File: config.mk
export PLATFORM = sky130hd
export DESIGN_NAME = ind_addr_resolver
export DESIGN_NICKNAME = d
export VERILOG_FILES = /design/src/rtl/ind_addr_pkg.sv /design/src/rtl/ind_addr_decode.sv /design/src/rtl/ind_ptr_reg.sv /design/src/rtl/ind_addr_resolver.sv
export SDC_FILE = /design/constraint.sdc
export NUM_CORES = 1
export LEC_CHECK = 0
export CORE_UTILIZATION = 34
export CTS_BUF_LIST = sky130_fd_sc_hd__clkbuf_8 sky130_fd_sc_hd__clkbuf_16
export CTS_CLUSTER_SIZE = 8
export DETAILED_ROUTE_END_ITERATION = 8
export PLACE_DENSITY = 0.94
export SLEW_MARGIN = 15
export SYNTH_ARGS = -nofsm -noshare
export SYNTH_HDL_FRONTEND = slang
export SYNTH_HIERARCHICAL = 1
export SYNTH_SLANG_ARGS = --single-unit
File: constraint.sdc
create_clock -name clk -period 3.5 [get_ports clk]
set_clock_uncertainty 0.15 [all_clocks]
set_input_delay 0.7 -clock clk [delete_from_list [all_inputs] [get_ports clk]]
set_output_delay 0.7 -clock clk [all_outputs]
set_load 0.005 [all_outputs]
File: src/rtl/ind_addr_pkg.sv
package ind_addr_pkg;
    typedef enum logic [1:0] {
        TGT_FILE = 2'd0,
        TGT_PTR  = 2'd1,
        TGT_SELF = 2'd2
    } tgt_e;
endpackage

File: src/rtl/ind_addr_decode.sv
module ind_addr_decode
    import ind_addr_pkg::*;
#(
    parameter int DIR_W    = 7,
    parameter int PTR_W    = 8,
    parameter int IND_ADDR = 0,
    parameter int PTR_ADDR = 4,
    localparam int EA_W    = PTR_W + 1,
    localparam int BANK_W  = EA_W - DIR_W
) (
    input  logic [DIR_W-1:0]  dir_addr,
    input  logic [BANK_W-1:0] dir_bank,
    input  logic              ind_bank,
    input  logic [PTR_W-1:0]  ptr,
    output logic [EA_W-1:0]   eff_addr,
    output tgt_e              tgt
);
    localparam logic [DIR_W-1:0] IND_A = DIR_W'(IND_ADDR);
    localparam logic [DIR_W-1:0] PTR_A = DIR_W'(PTR_ADDR);

    logic is_ind;
    logic [DIR_W-1:0] low_sel;

    always_comb begin
        is_ind = (dir_addr == IND_A);
        if (is_ind) begin
            eff_addr = {ind_bank, ptr};
        end else begin
            eff_addr = {dir_bank, dir_addr};
        end
        low_sel = eff_addr[DIR_W-1:0];
        if (is_ind && (low_sel == IND_A)) begin
            tgt = TGT_SELF;
        end else if (low_sel == PTR_A) begin
            tgt = TGT_PTR;
        end else begin
            tgt = TGT_FILE;
        end
    end
endmodule

File: src/rtl/ind_ptr_reg.sv
module ind_ptr_reg #(
    parameter int PTR_W = 8
) (
    input  logic             clk,
    input  logic             rst_n,
    input  logic             load,
    input  logic [PTR_W-1:0] din,
    output logic [PTR_W-1:0] ptr
);
    typedef struct packed {
        logic [PTR_W-1:0] ptr;
    } st_t;

    st_t st_d, st_q;

    always_comb begin
        st_d = st_q;
        if (load) begin
            st_d.ptr = din;
        end
    end

    always_ff @(posedge clk or negedge rst_n) begin
        if (!rst_n) begin
            st_q <= '0;
        end else begin
            st_q <= st_d;
        end
    end

    assign ptr = st_q.ptr;
endmodule

File: src/rtl/ind_addr_resolver.sv
module ind_addr_resolver
    import ind_addr_pkg::*;
#(
    parameter int DIR_W    = 7,
    parameter int PTR_W    = 8,
    parameter int IND_ADDR = 0,
    parameter int PTR_ADDR = 4,
    localparam int EA_W    = PTR_W + 1,
    localparam int BANK_W  = EA_W - DIR_W
) (
    input  logic              clk,
    input  logic              rst_n,
    input  logic [DIR_W-1:0]  dir_addr,
    input  logic [BANK_W-1:0] dir_bank,
    input  logic              ind_bank,
    input  logic              rd_req,
    input  logic              wr_req,
    input  logic [PTR_W-1:0]  wr_data,
    output logic [EA_W-1:0]   eff_addr,
    output logic              rf_rd_en,
    output logic              rf_wr_en,
    output logic              rd_zero,
    output logic              rd_ptr,
    output logic [PTR_W-1:0]  ptr_val
);
    tgt_e tgt;
    logic ptr_load;

    ind_addr_decode #(
        .DIR_W(DIR_W), .PTR_W(PTR_W), .IND_ADDR(IND_ADDR), .PTR_ADDR(PTR_ADDR)
    ) u_dec (
        .dir_addr(dir_addr), .dir_bank(dir_bank), .ind_bank(ind_bank),
        .ptr(ptr_val), .eff_addr(eff_addr), .tgt(tgt)
    );

    always_comb begin
        rf_rd_en = rd_req && (tgt == TGT_FILE);
        rf_wr_en = wr_req && (tgt == TGT_FILE);
        rd_zero  = rd_req && (tgt == TGT_SELF);
        rd_ptr   = rd_req && (tgt == TGT_PTR);
        ptr_load = wr_req && (tgt == TGT_PTR);
    end

    ind_ptr_reg #(.PTR_W(PTR_W)) u_ptr (
        .clk(clk), .rst_n(rst_n), .load(ptr_load), .din(wr_data), .ptr(ptr_val)
    );
endmodule

==> qor.csv <==
stage,metric,value,unit
worst_setup_path,Critical Path Source,dir_addr[5],
route,vias post-DR,555,
status,outcome,"finished, final reports clean",
route,vias per inst,5.09,
yosys,Synth top area share,0.380,
route,routed wire length,1.78,mm
route,wire length per cell,16.4,um
cts,clock root buffer,clkbuf_8,
cts,htree depth,1,
global_route,first-pass GRT wire length,2.46,mm
pwr,Internal,0.232,mW
worst_setup_path,Startpoint Class,primary input,
worst_setup_path,crit-path max FO,2,
placed_design,GP Congestion,0.719,
yosys,Cells after Synth,39,
yosys,Synth Area per Inst,13.5,sq um
yosys,synth top area cells,"dfrtp_1, mux2_4, a21o_2, and3b_1, mux2_2",
floorplan,Core Region,1370,sq um
finish,number of nets in the layout,118,
floorplan,Total Die Area,1710,sq um
yosys,library cells used by synthesis,16,
finish,share of layout cells above drive strength 1,0.383,
route,1st-pass router iterations,2,
timing,Worst Max-Slew Pin Slew,0.412,ns
pwr,sw power,0.0716,mW
finish,max reg flops,8,
min_path,Worst Hold Class,register to register,
route,DRT antenna net count,0,
timing,period utilization,0.979,
floorplan,Die Ht,41.4,um
yosys,Mapped Nets,61,
finish,post-route cell area,1070,sq um
yosys,Post-Syn Area,527,sq um
pwr,sequential power share,0.365,
worst_setup_path,reg2reg end,u_ptr/ptr[5],
pwr,sw frac,0.236,
timing,Slew headroom,0.723,
global_route,initial antenna violation count,0,
yosys,most common library cells after synthesis,"dfrtp_1, mux2_4, a21o_2, and3b_1",
cts,CTS sink count,8,
worst_setup_path,worst reg2reg startpoint,u_ptr/ptr[5],
floorplan,Horiz. Die Dim,41.4,um
worst_setup_path,WS Path Type,primary input to output pin,
cts,CTS Buffer Depth,2,
yosys,sequential area share after synthesis,0.380,
yosys,Synth Warn #,6,
timing,Peak Freq,0.292,GHz
yosys,Synth area leader,dfrtp_1,
timing,Tmin final,3.43,ns
worst_setup_path,Critical Path AT,2.58,ns
cts,clock tree from TritonCTS,built,
timing,Finish-stage setup viols,0,
finish,Area Growth Syn to Fin,104,%
global_route,Total GRT Usage,0.233,
placed_design,"Cell Area, Placed",992,sq um
floorplan,IO Count,43,
worst_setup_path,Crit path required time,2.65,ns
yosys,Post-synth EDFFs,0,
global_route,vias in the first global route,554,
worst_setup_path,FF-to-FF setup slack,1.13,ns
pwr,Comb pwr share,0.268,
yosys,Seq cells post-synth,8,
worst_setup_path,Crit. End Element,output pin,
worst_setup_path,Worst Setup EP,eff_addr[7],
timing,max-slew violation count,0,
pwr,static leakage,0.534,nW
route,DR iter-0 viols,9,
cts,Hold Buf Count CTS,0,
global_route,largest net degree at the start of global routing,9,
yosys,ys flop type,dfrtp_1,
finish,n_diodes,0,
pwr,Power Density,283,nW/um^2
pwr,Clk network pwr share,0.367,
timing,RSZ-0062 raised after global routing,no,
yosys,asr flop ratio synth,1.00,
floorplan,site row count,13,
job,max cap viols,0,
placed_design,# port buffers,42,
cts,CTS Buf Count,3,
placed_design,Final HPWL DP,1.21,mm
timing,count of final hold-check violations,0,
worst_setup_path,Reg2Reg Depth,7,
pwr,total power,0.303,mW
cts,Clock Latency Late Sink,0.23,ns
cts,"Reg clk slew, reported paths",0.04,ns
floorplan,Initial Util,0.386,
pwr,Max IR drop VDD,316,uV
global_route,remaining global-route overflow,0,
route,DRC Markers,0,
-- stage by stage --
stage	util	std cells	setup slack, ns	hold slack, ns	TNS (ns)
finish	0.785	109	0.0727	0.398	0
global route	0.785	109	0.00464	0.423	0
CTS	0.768	107	-0.0128	0.396	-0.0128
detailed placement	0.726	100	-0.194	0.384	-1.23
global placement	0.726	100	-0.155	0.368	-1.03
floorplan	-	39	0.589	0.254	0
-- what timing repair did --
| item | in CTS | in global routing |
|---|---|---|
| buffers inserted | 4 | 2 |
| endpoints found under the setup margin | 12 | 2 |
| pin swaps | 1 | 1 |
| resized for setup | 19 | 2 |
-- area by class of cell --
class                      count  area, sq um
timing repair buffer          53          484
multi-input combinational     30          328
fill                          84          294
sequential                     8          200
clock buffer                   3         41.3
tap                           15         18.8
-- worst max-delay path, cell delays in order --
cell,delay [ns]
clkdlybuf4s50_1,0.42
or4_4,0.46
nor4_4,0.16
buf_4,0.15
buf_4,0.11
mux2_2,0.31
dlygate4sd2_1,0.26
-- layout by cell type (no fill, tap or decap), types with 2 or more instances in the layout --
master and instances:
mux2_4 8, nor3b_1 2, clkbuf_8 3, dfrtp_1 8
a21o_2 6, dlygate4sd2_1 13, clkdlybuf4s50_1 27, buf_4 11
and3b_1 3, mux2_2 2
-- metal layers --
layer	part of all wire	track usage
met5	0	0
met4	0.0095	0.0726
met3	0.052	0.0638
met2	0.51	0.371
met1	0.43	0.306
-- logic make-up (layout without fill, tap and decap cells) --
group,count (synthesis),count (layout),synth area share
buffers and inverters,1,56,0.0214
AOI/OAI and AO/OA,8,8,0.126
muxes,10,10,0.271
DFF,8,8,0.380
and+or+nand+nor,12,12,0.202
-- power groups by stage --
stage,Sequential [mW],Combinational [mW],Clock [mW]
6_report,0.111,0.0813,0.111
5_1_grt,0.111,0.0862,0.120
4_1_cts,0.110,0.0806,0.114
3_5_place_dp,0.111,0.0840,0
3_3_place_gp,0.110,0.0829,0
2_1_floorplan,0.109,0.0238,0
-- worst min-delay path by stage --
stage	start	to	slack [ns]	cells after the start
finish	u_ptr/ptr[7]	u_ptr/ptr[7]	0.40	1
global route	u_ptr/ptr[7]	u_ptr/ptr[7]	0.42	1
floorplan	rst_n	u_ptr/ptr[0]	0.25	0
detailed placement	u_ptr/ptr[7]	u_ptr/ptr[7]	0.38	1
CTS	u_ptr/ptr[7]	u_ptr/ptr[7]	0.40	1
global placement	u_ptr/ptr[7]	u_ptr/ptr[7]	0.37	1
No activity file was read; power rests on OpenSTA's default activity.
